==> src/rtl/wm_pkg.sv <==
package wm_pkg;
    typedef enum logic [1:0] {
        BS_DC_PAIR   = 2'd0,
        BS_SKIP_TOP  = 2'd1,
        BS_AC_PAIR   = 2'd2,
        BS_PASS_REST = 2'd3
    } beat_state_t;
endpackage

==> src/rtl/wm_beat_tracker.sv <==
module wm_beat_tracker
    import wm_pkg::*;
#(
    parameter int BLK_DIM = 8
) (
    input  logic                                        clk,
    input  logic                                        rst_n,
    input  logic                                        beat_fire,
    output beat_state_t                                 state_o,
    output logic [$clog2(BLK_DIM*BLK_DIM/2)-1:0]        cnt_o,
    output logic                                        last_beat_o
);
    localparam int BEATS    = BLK_DIM * BLK_DIM / 2;
    localparam int ROW1     = BLK_DIM / 2;
    localparam int CNT_W    = $clog2(BEATS);
    localparam logic [CNT_W-1:0] CNT_LAST = CNT_W'(BEATS - 1);
    localparam logic [CNT_W-1:0] CNT_GAP_END = CNT_W'(ROW1 - 1);

    beat_state_t state_q, state_d;
    logic [CNT_W-1:0] cnt_q;

    assign last_beat_o = (cnt_q == CNT_LAST);
    assign state_o     = state_q;
    assign cnt_o       = cnt_q;

    always_comb begin
        state_d = state_q;
        unique case (state_q)
            BS_DC_PAIR:   if (beat_fire) state_d = (ROW1 > 1) ? BS_SKIP_TOP : BS_AC_PAIR;
            BS_SKIP_TOP:  if (beat_fire && cnt_q == CNT_GAP_END) state_d = BS_AC_PAIR;
            BS_AC_PAIR:   if (beat_fire) state_d = BS_PASS_REST;
            BS_PASS_REST: if (beat_fire && cnt_q == CNT_LAST) state_d = BS_DC_PAIR;
            default:      state_d = BS_DC_PAIR;
        endcase
    end

    always_ff @(posedge clk or negedge rst_n) begin
        if (!rst_n) begin
            state_q <= BS_DC_PAIR;
            cnt_q   <= '0;
        end else begin
            state_q <= state_d;
            if (beat_fire) cnt_q <= (cnt_q == CNT_LAST) ? '0 : cnt_q + 1'b1;
        end
    end


    head_zero_chk: assert property (@(posedge clk) disable iff (!rst_n)
        (state_q == BS_DC_PAIR) |-> (cnt_q == '0));


    wrap_chk: assert property (@(posedge clk) disable iff (!rst_n)
        (beat_fire && last_beat_o) |=> (state_q == BS_DC_PAIR && cnt_q == '0));
endmodule

==> src/rtl/wm_mark_lane.sv <==
module wm_mark_lane #(
    parameter int COEF_W = 16,
    parameter int FRAC   = 15
) (
    input  logic                     clk,
    input  logic                     rst_n,
    input  logic signed [COEF_W-1:0] coef_i,
    input  logic                     mark_i,
    input  logic                     bit_i,
    input  logic [FRAC-1:0]          alpha_i,
    output logic signed [COEF_W-1:0] res_o
);
    localparam int GW = FRAC + 2;
    localparam int PW = COEF_W + GW;
    localparam logic signed [GW-1:0] GAIN_ONE = {2'b01, {FRAC{1'b0}}};
    localparam logic signed [PW-1:0] HALF_LSB = PW'(1) << (FRAC - 1);
    localparam logic signed [PW-1:0] SAT_MAX  = (PW'(1) << (COEF_W - 1)) - PW'(1);
    localparam logic signed [PW-1:0] SAT_MIN  = -(PW'(1) << (COEF_W - 1));

    logic signed [GW-1:0] alpha_s, gain_up, gain_dn, gain;
    logic signed [PW-1:0] prod, rounded, scaled;
    logic signed [COEF_W-1:0] clipped;

    always_comb begin
        alpha_s = $signed({2'b00, alpha_i});
        gain_up = GAIN_ONE + alpha_s;
        gain_dn = GAIN_ONE - alpha_s;
        gain    = bit_i ? gain_up : gain_dn;
        prod    = coef_i * gain;
        rounded = prod + HALF_LSB;
        scaled  = rounded >>> FRAC;
        if (scaled > SAT_MAX)      clipped = SAT_MAX[COEF_W-1:0];
        else if (scaled < SAT_MIN) clipped = SAT_MIN[COEF_W-1:0];
        else                       clipped = scaled[COEF_W-1:0];
        res_o = mark_i ? clipped : coef_i;
    end


    up_no_shrink_chk: assert property (@(posedge clk) disable iff (!rst_n)
        (mark_i && bit_i && coef_i >= 0) |-> (res_o >= coef_i));


    down_no_grow_chk: assert property (@(posedge clk) disable iff (!rst_n)
        (mark_i && !bit_i && coef_i >= 0) |-> (res_o <= coef_i && res_o >= 0));
endmodule

==> src/rtl/wm_dct_marker.sv <==
module wm_dct_marker
    import wm_pkg::*;
#(
    parameter int COEF_W   = 16,
    parameter int BLK_DIM  = 8,
    parameter int FRAC     = 15,
    parameter int ALPHA_DC = 655,
    parameter int ALPHA_AC = 3277
) (
    input  logic                     clk,
    input  logic                     rst_n,
    input  logic                     in_valid,
    output logic                     in_ready,
    input  logic signed [COEF_W-1:0] in_c0,
    input  logic signed [COEF_W-1:0] in_c1,
    input  logic [3:0]               in_wm,
    output logic                     out_valid,
    input  logic                     out_ready,
    output logic signed [COEF_W-1:0] out_c0,
    output logic signed [COEF_W-1:0] out_c1,
    output logic                     out_last
);
    localparam int CNT_W = $clog2(BLK_DIM * BLK_DIM / 2);
    localparam logic [FRAC-1:0] A_DC = FRAC'(ALPHA_DC);
    localparam logic [FRAC-1:0] A_AC = FRAC'(ALPHA_AC);

    beat_state_t          state;
    logic [CNT_W-1:0]     beat_cnt;
    logic                 last_beat, in_fire;
    logic [3:0]           wm_hold, wm_now;
    logic                 mark, bit0, bit1;
    logic [FRAC-1:0]      alpha0;
    logic signed [COEF_W-1:0] res0, res1;

    assign in_ready = !out_valid || out_ready;
    assign in_fire  = in_valid && in_ready;

    wm_beat_tracker #(.BLK_DIM(BLK_DIM)) u_track (
        .clk(clk), .rst_n(rst_n), .beat_fire(in_fire),
        .state_o(state), .cnt_o(beat_cnt), .last_beat_o(last_beat)
    );

    always_comb begin
        wm_now = (state == BS_DC_PAIR) ? in_wm : wm_hold;
        mark   = 1'b0;
        bit0   = 1'b0;
        bit1   = 1'b0;
        alpha0 = A_AC;
        unique case (state)
            BS_DC_PAIR: begin
                mark = 1'b1; bit0 = wm_now[3]; bit1 = wm_now[2]; alpha0 = A_DC;
            end
            BS_AC_PAIR: begin
                mark = 1'b1; bit0 = wm_now[1]; bit1 = wm_now[0]; alpha0 = A_AC;
            end
            BS_SKIP_TOP, BS_PASS_REST: mark = 1'b0;
            default: mark = 1'b0;
        endcase
    end

    wm_mark_lane #(.COEF_W(COEF_W), .FRAC(FRAC)) u_lane0 (
        .clk(clk), .rst_n(rst_n), .coef_i(in_c0), .mark_i(mark),
        .bit_i(bit0), .alpha_i(alpha0), .res_o(res0)
    );

    wm_mark_lane #(.COEF_W(COEF_W), .FRAC(FRAC)) u_lane1 (
        .clk(clk), .rst_n(rst_n), .coef_i(in_c1), .mark_i(mark),
        .bit_i(bit1), .alpha_i(A_AC), .res_o(res1)
    );

    always_ff @(posedge clk or negedge rst_n) begin
        if (!rst_n) begin
            out_valid <= 1'b0;
            out_c0    <= '0;
            out_c1    <= '0;
            out_last  <= 1'b0;
            wm_hold   <= '0;
        end else begin
            if (in_ready) out_valid <= in_valid;
            if (in_fire) begin
                out_c0   <= res0;
                out_c1   <= res1;
                out_last <= last_beat;
                if (state == BS_DC_PAIR) wm_hold <= in_wm;
            end
        end
    end


    hold_on_stall_chk: assert property (@(posedge clk) disable iff (!rst_n)
        (out_valid && !out_ready) |=> (out_valid && $stable(out_c0) &&
                                       $stable(out_c1) && $stable(out_last)));


    pass_through_chk: assert property (@(posedge clk) disable iff (!rst_n)
        (in_fire && state == BS_SKIP_TOP) |=>
            (out_c0 == $past(in_c0) && out_c1 == $past(in_c1)));
endmodule

==> config.mk <==
export PLATFORM = sky130hd
export DESIGN_NAME = wm_dct_marker
export DESIGN_NICKNAME = d
export VERILOG_FILES = /design/src/rtl/wm_pkg.sv /design/src/rtl/wm_beat_tracker.sv /design/src/rtl/wm_mark_lane.sv /design/src/rtl/wm_dct_marker.sv
export SDC_FILE = /design/constraint.sdc
export NUM_CORES = 1
export LEC_CHECK = 0
export BUFFER_PORTS_ARGS = -buffer_cell sky130_fd_sc_hd__buf_2
export CORE_ASPECT_RATIO = 0.9
export CORE_MARGIN = 2
export CORE_UTILIZATION = 65
export CTS_BUF_LIST = sky130_fd_sc_hd__clkbuf_8
export DETAILED_ROUTE_END_ITERATION = 8
export HOLD_SLACK_MARGIN = 0.08
export MAX_ROUTING_LAYER = met4
export PLACE_DENSITY = 0.92
export SYNTH_ARGS = -nofsm -noshare
export SYNTH_HDL_FRONTEND = slang
export SYNTH_SLANG_ARGS = --single-unit
==> constraint.sdc <==
create_clock -name clk -period 23.4 [get_ports clk]
set_input_delay 4.68 -clock clk [delete_from_list [all_inputs] [get_ports clk]]
set_output_delay 4.68 -clock clk [all_outputs]
set_load 0.05 [all_outputs]
-- Word-level counts from Yosys, hierarchy flattened
Index checks and enable logic that the tools add are counted.
- magnitude comparators: 4
- bitwise gates (word level): 0
- mux-type cells: 19
- multiply operators: 2
- divide/modulo/power cells: 0
- shifts and indexed selects: 0
- reduce and logical (&&, ||, !) cells: 9
- equal/unequal tests: 9
- add/sub/neg operators: 5
- operator list (cell ; count):
    16-bit two-way mux ; 7
    33-bit by 16-bit adder with 33-bit output, second input constant ; 2
    16-bit by 17-bit multiplier with 33-bit output ; 2
    18-bit by 16-bit greater-than comparator with 1-bit output, second input constant ; 2
    18-bit by 16-bit less-than comparator with 1-bit output, second input constant ; 2
    16-bit by 12-bit adder with 17-bit output, first input constant ; 1
    17-bit two-way mux ; 1
    16-bit by 12-bit subtractor with 17-bit output, first input constant ; 1
    12-bit two-way mux ; 1
    2-bit two-way mux ; 4
    2-bit by 1-bit inequality test with 1-bit output, second input constant ; 4
    2-bit one-hot mux with 4 select lines ; 1
    1-bit one-hot mux with 2 select lines ; 3
    5-bit by 1-bit adder with 5-bit output, second input constant ; 1
    5-bit by 2-bit equality test with 1-bit output, second input constant ; 1
    5-bit equality test, second input constant ; 1
    5-bit two-way mux ; 1
    2-bit equality test, second input constant ; 2
    4-bit two-way mux ; 1
    4-bit AND reduction ; 1
    2-bit OR reduction ; 2
    1-bit logical AND ; 3
    2-bit by 1-bit equality test with 1-bit output, second input constant ; 1
    2-bit logical NOT ; 1
    2 further kinds ; 2
- memories kept: 0
- flip-flop bits (word level): 45
- ROM bits: 0
- bits in latches: 0
- memory bits (writable): 0

-- Longest topological paths before layout
- depth after elaboration: 10
- depth in mapped cells: 31
- depth with buffers taken out: 30

-- Modules after synthesis
A second synthesis with hierarchy kept.
- cells, all modules: 2399
- area total of the unflattened synthesis: 20997.6 um^2
- modules (own cells, without submodules) (module ; instances ; area an instance (um^2) ; cells each ; sequential area each (um^2)):
    wm_mark_lane (u_lane0) ; 1 ; 9550.4 ; 1144 ; 0.0
    wm_mark_lane (u_lane1) ; 1 ; 9447.8 ; 1124 ; 0.0
    wm_dct_marker ; 1 ; 1531.5 ; 88 ; 900.9
    wm_beat_tracker ; 1 ; 467.9 ; 43 ; 175.2

-- Worst setup path before layout
Ideal clock, no wire load.
- path type: input-to-reg
- start point: input in_wm[3]
- end point: register out_c0[14]
- library setup time: 0.132 ns
- stages: 27
- arrival time: 11.172 ns
- required time: 23.268 ns
- setup slack: 12.096 ns
- path through: a21o_1 a21oi_1 clkbuf_1 nand2_1 inv_1 fa_1 fa_1 inv_1 fa_1 inv_1 fa_1 fa_1 inv_1 fa_1 inv_1 ha_1 a21oi_1 o21ai_0 a221oi_1 a21boi_1 a211oi_2 o31a_1 o31a_1 o31a_1 o21ai_2 buf_4 a21oi_1
- word-level cells in the longest chain between the ends: 9
- elaborated cells between the ends (all ways): 10
- classes of those cells: 1 x add/sub; 1 x mul; 2 x order compare; 6 x mux
- RTL lines (what ; line ; RTL):
    from (decl) ; wm_dct_marker.sv:16 ; input logic [3:0] in_wm,
    4-bit two-way mux (*) ; n/a ;
    1-bit one-hot mux with 2 select lines (*) ; wm_dct_marker.sv:49 ; unique case (state)
    17-bit two-way mux (*) ; wm_mark_lane.sv:28 ; gain = bit_i ? gain_up : gain_dn;
    16-bit by 17-bit multiplier with 33-bit output (*) ; wm_mark_lane.sv:29 ; prod = coef_i * gain;
    33-bit by 16-bit adder with 33-bit output (*) ; wm_mark_lane.sv:30 ; rounded = prod + HALF_LSB;
    18-bit by 16-bit less-than comparator with 1-bit output ; wm_mark_lane.sv:33 ; else if (scaled < SAT_MIN) clipped = SAT_MIN[COEF_W-1:0];
    16-bit two-way mux ; wm_mark_lane.sv:33 ;
    16-bit two-way mux (*) ; wm_mark_lane.sv:32 ; if (scaled > SAT_MAX) clipped = SAT_MAX[COEF_W-1:0];
    16-bit two-way mux (*) ; wm_mark_lane.sv:35 ; res_o = mark_i ? clipped : coef_i;
    to (signal assigned) ; wm_dct_marker.sv:81 ; out_c0 <= res0;
    to (decl) ; wm_dct_marker.sv:19 ; output logic signed [COEF_W-1:0] out_c0,
Mark *: on every way between the ends. The rest lies on a longest branch, timed or not.
A chain may end at the register's enable or synchronous reset.

-- Final worst setup path
- start point: input in_wm[1]
- end point: register out_c0[4]
The elaborated chain is that of the path after synthesis.

==> impl_metrics.tcl <==
set metrics [dict create \
    synth_area_leaders "fa_1 40%, ha_1 20%, inv_1 11%" \
    path_class "primary input to flop" \
    path_cells "buf_2 > a21oi_1 > a21oi_1 > buf_4 > nand2_1 > fa_1 > fa_1 > fa_1 > inv_1 > fa_1 > fa_1 > inv_1 > fa_1 > inv_1 > ha_1 > a21oi_1 > o21ai_0 > a21boi_1 > a211oi_2 > or2_2 > o21ai_0 > a21oi_1 > o21ai_2 > a21oi_1" \
    postRouteAntennaNets 0 \
    fillers 1870 \
    post-route-period-util_pct 52.5 \
    status "finished clean" \
    wl_mm 40.2 \
    rsz0062_at_grt "false" \
    grt_overflow 0 \
    crit_start "in_wm[1]" \
    postCtsResizedCells 0 \
    critPathSlowestCell "a21oi_1" \
    final_common_cell "inv_1" \
    layout.nets 2344 \
    cts_sinks 43 \
    num_io_pins 75 \
    reg2reg_slack_ns 14.40 \
    arrival_ns 12.44 \
    synth-edff-count 0 \
    tritoncts "built" \
    n_antenna_cell 0 \
    detailed_place_hpwl_mm 35.2 \
    ctsHtreeMaxLevel 2 \
    gp_congestion 1.07 \
    clock_latency_ns 0.31 \
    clk_pin_slew_worst_paths_ns 0.08 \
    ys_ff_latch 43 \
    required_ns 23.55 \
    synth_ff_type "dfrtp_1" \
    cts_setup_buffers 0 \
    ys_warn_count 0 \
    worstPathMaxFanout 15 \
    yosysSeqAreaShare_pct 6.82 \
    synth_top_area_share_pct 40.0 \
    relSlewSlack_pct 11.8 \
    cts-buffers-inserted 5 \
    drive_gt1_share_pct 6.64 \
    num_rows 54 \
    endpoint_kind "flop" \
    crit_family "adder cells" \
    slowest_delay_ns 1.06 \
    first_pass_iters 6 \
    synth.largest_area_cell "fa_1" \
    syn-instance-count 1684 \
    die-area_um2 25500 \
    finalSetupTns_ns 0 \
    syn-cell-area_um2 15800 \
    ys_async_sr_fraction_pct 100 \
    worstMarginPinSlew_ns 1.32 \
    slew_viol_final 0 \
    register_area_um2 1080 \
    numPortBuffers 74 \
    hold_depth 2 \
    vias_per_cell 5.79 \
    holdPathEnd "out_last" \
    die_x_um 168 \
    grt_pass1_vias 12800 \
    area_growth_syn_to_layout_pct 4.73 \
    skew_ns 0.00658 \
    cp-start-kind "primary input" \
    min_period_ns 12.30 \
    cts_hold_buffers 0 \
    timing.fmax_ghz 0.0813 \
    cts-root-buf "clkbuf_8" \
    wl_per_cell_um 19.7 \
    cp_num_cells 24 \
    drt_iter0_markers 1087 \
    layout_common_cells "470 x inv_1, 315 x fa_1, 258 x ha_1" \
    hp-class "flop to flop" \
    dr_total_vias 11800 \
    antenna_found_initial 0 \
    worstHoldStart "out_last" \
    grt_pass1_wl_mm 66.7 \
    hold_viol 0 \
    track_usage_pct 34.6 \
    setup_violations 0 \
    grt_max_degree 45 \
    multiInputGateArea_um2 12800 \
    drc 0 \
    cp_common_cell "fa_1" \
    die_h_um 152 \
    core_um2 24100 \
    avgSynthCellArea_um2 9.37 \
    rr_worst_depth 25 \
    r2r-start "u_track.state_o[0]" \
    initial_core_util_pct 65.6 \
    synth.distinct_cells 66 \
    cp_num_buf_inv 5 \
    rr_endpoint "out_c0[4]" \
    clk_path_buf_depth 2 \
    drv_cap 0 \
]
-- state kept, by name (all words and copies together), names as in the netlist --
register and count:
out_c0 16, out_c1 16, u_track.cnt_o 5, u_track.state_o 2
wm_hold 2, out_last 1, out_valid 1
-- worst register-to-register path: stages (launching register included) --
cell      delay [ns]
dfrtp_1         0.42
inv_1           0.14
ha_1            0.51
and3b_1         0.31
a21oi_1         1.02
buf_4           0.31
nand2_1         0.16
fa_1            0.53
fa_1            0.48
fa_1            0.55
inv_1           0.06
fa_1            0.53
fa_1            0.56
inv_1           0.06
fa_1            0.58
inv_1           0.06
ha_1            0.36
a21oi_1         0.21
o21ai_0         0.19
a21boi_1        0.27
a211oi_2        0.15
or2_2           0.34
o21ai_0         0.22
a21oi_1         0.11
o21ai_2         0.55
a21oi_1         0.16
-- worst max-delay path by stage --
stage | slack (ns) | to
after floorplan | 12.10 | out_c0[14]
after global placement | 11.10 | out_c0[8]
after detailed placement | 11.06 | out_c0[2]
after CTS | 11.33 | out_c0[9]
after global routing | 10.87 | out_c0[2]
final | 11.10 | out_c0[4]
-- routing by layer --
| layer | wire, um | vias up | global-route usage [%] |
|---|---|---|---|
| met5 | 0 | - | - |
| met4 | 1090 | 0 | 7.22 |
| met3 | 4860 | 86 | 9.72 |
| met2 | 18100 | 660 | 51.9 |
| met1 | 16200 | 5775 | 47.6 |
| li1 | - | 5293 | - |
-- through the flow --
step           setup WS, ns  util [%]  hold slack [ns]  std cells  instance area, um2
2_1_floorplan         12.10         -            0.471       1691               15800
3_3_place_gp          11.10      68.2            0.461       2032               16400
4_1_cts               11.33      68.7            0.491       2040               16500
5_1_grt               10.87      68.7            0.508       2040               16500
3_5_place_dp          11.06      68.2            0.467       2032               16400
6_report              11.10      68.7            0.487       2040               16500
-- final cells by class --
type / count / share of cell area [%]
Sequential cell: 43 / 6.51
Clock inverter: 2 / 0.212
Tap cell: 308 / 2.33
Multi-Input combinational cell: 1131 / 77.3
Timing Repair Buffer: 80 / 2.51
Inverter: 470 / 10.7
Clock buffer: 6 / 0.500
-- kinds of logic (layout without fill, tap and decap cells) --
family / after synthesis / count (layout) / synth area share (%)
fa+ha+maj: 573 / 573 / 60.4
buf+inv: 517 / 558 / 12.4
simple gates: 291 / 291 / 8.98
compound gates: 212 / 212 / 8.61
flops: 43 / 43 / 6.82
xor+xnor: 36 / 36 / 2.00
mux: 10 / 10 / 0.666
other cells: 2 / 9 / 0.0476
-- cells in the mapped netlist (2+ instances only) --
| cell type | number |
|---|---|
| a2111oi_0 | 3 |
| nor3_1 | 8 |
| a21o_1 | 25 |
| conb_1 | 2 |
| o21ai_2 | 2 |
| mux2i_1 | 6 |
| o31ai_1 | 4 |
| mux2_2 | 4 |
| or2_2 | 8 |
| nor2b_1 | 5 |
| nand3_1 | 12 |
| inv_1 | 470 |
| dfrtp_1 | 43 |
| o21ai_0 | 49 |
| and3_1 | 5 |
| ha_1 | 258 |
| o21bai_1 | 4 |
| o311ai_0 | 2 |
| fa_1 | 315 |
| nand4_1 | 9 |
| nor2_1 | 15 |
| xor2_1 | 18 |
| xnor2_1 | 18 |
| clkbuf_1 | 39 |
| and2_1 | 30 |
| buf_4 | 4 |
| o21a_1 | 5 |
| nand2b_1 | 14 |
| o31a_1 | 4 |
| a211oi_2 | 2 |
| a21oi_1 | 83 |
| and4_1 | 3 |
| or3_1 | 33 |
| a221o_1 | 2 |
| o22ai_1 | 2 |
| nor4_1 | 2 |
| nand2_1 | 143 |
| buf_1 | 2 |
| o211ai_1 | 4 |
Power is left out: the tool's default activity adds up to more than one toggle a clock period on the data nets, which glitch-free logic cannot reach.
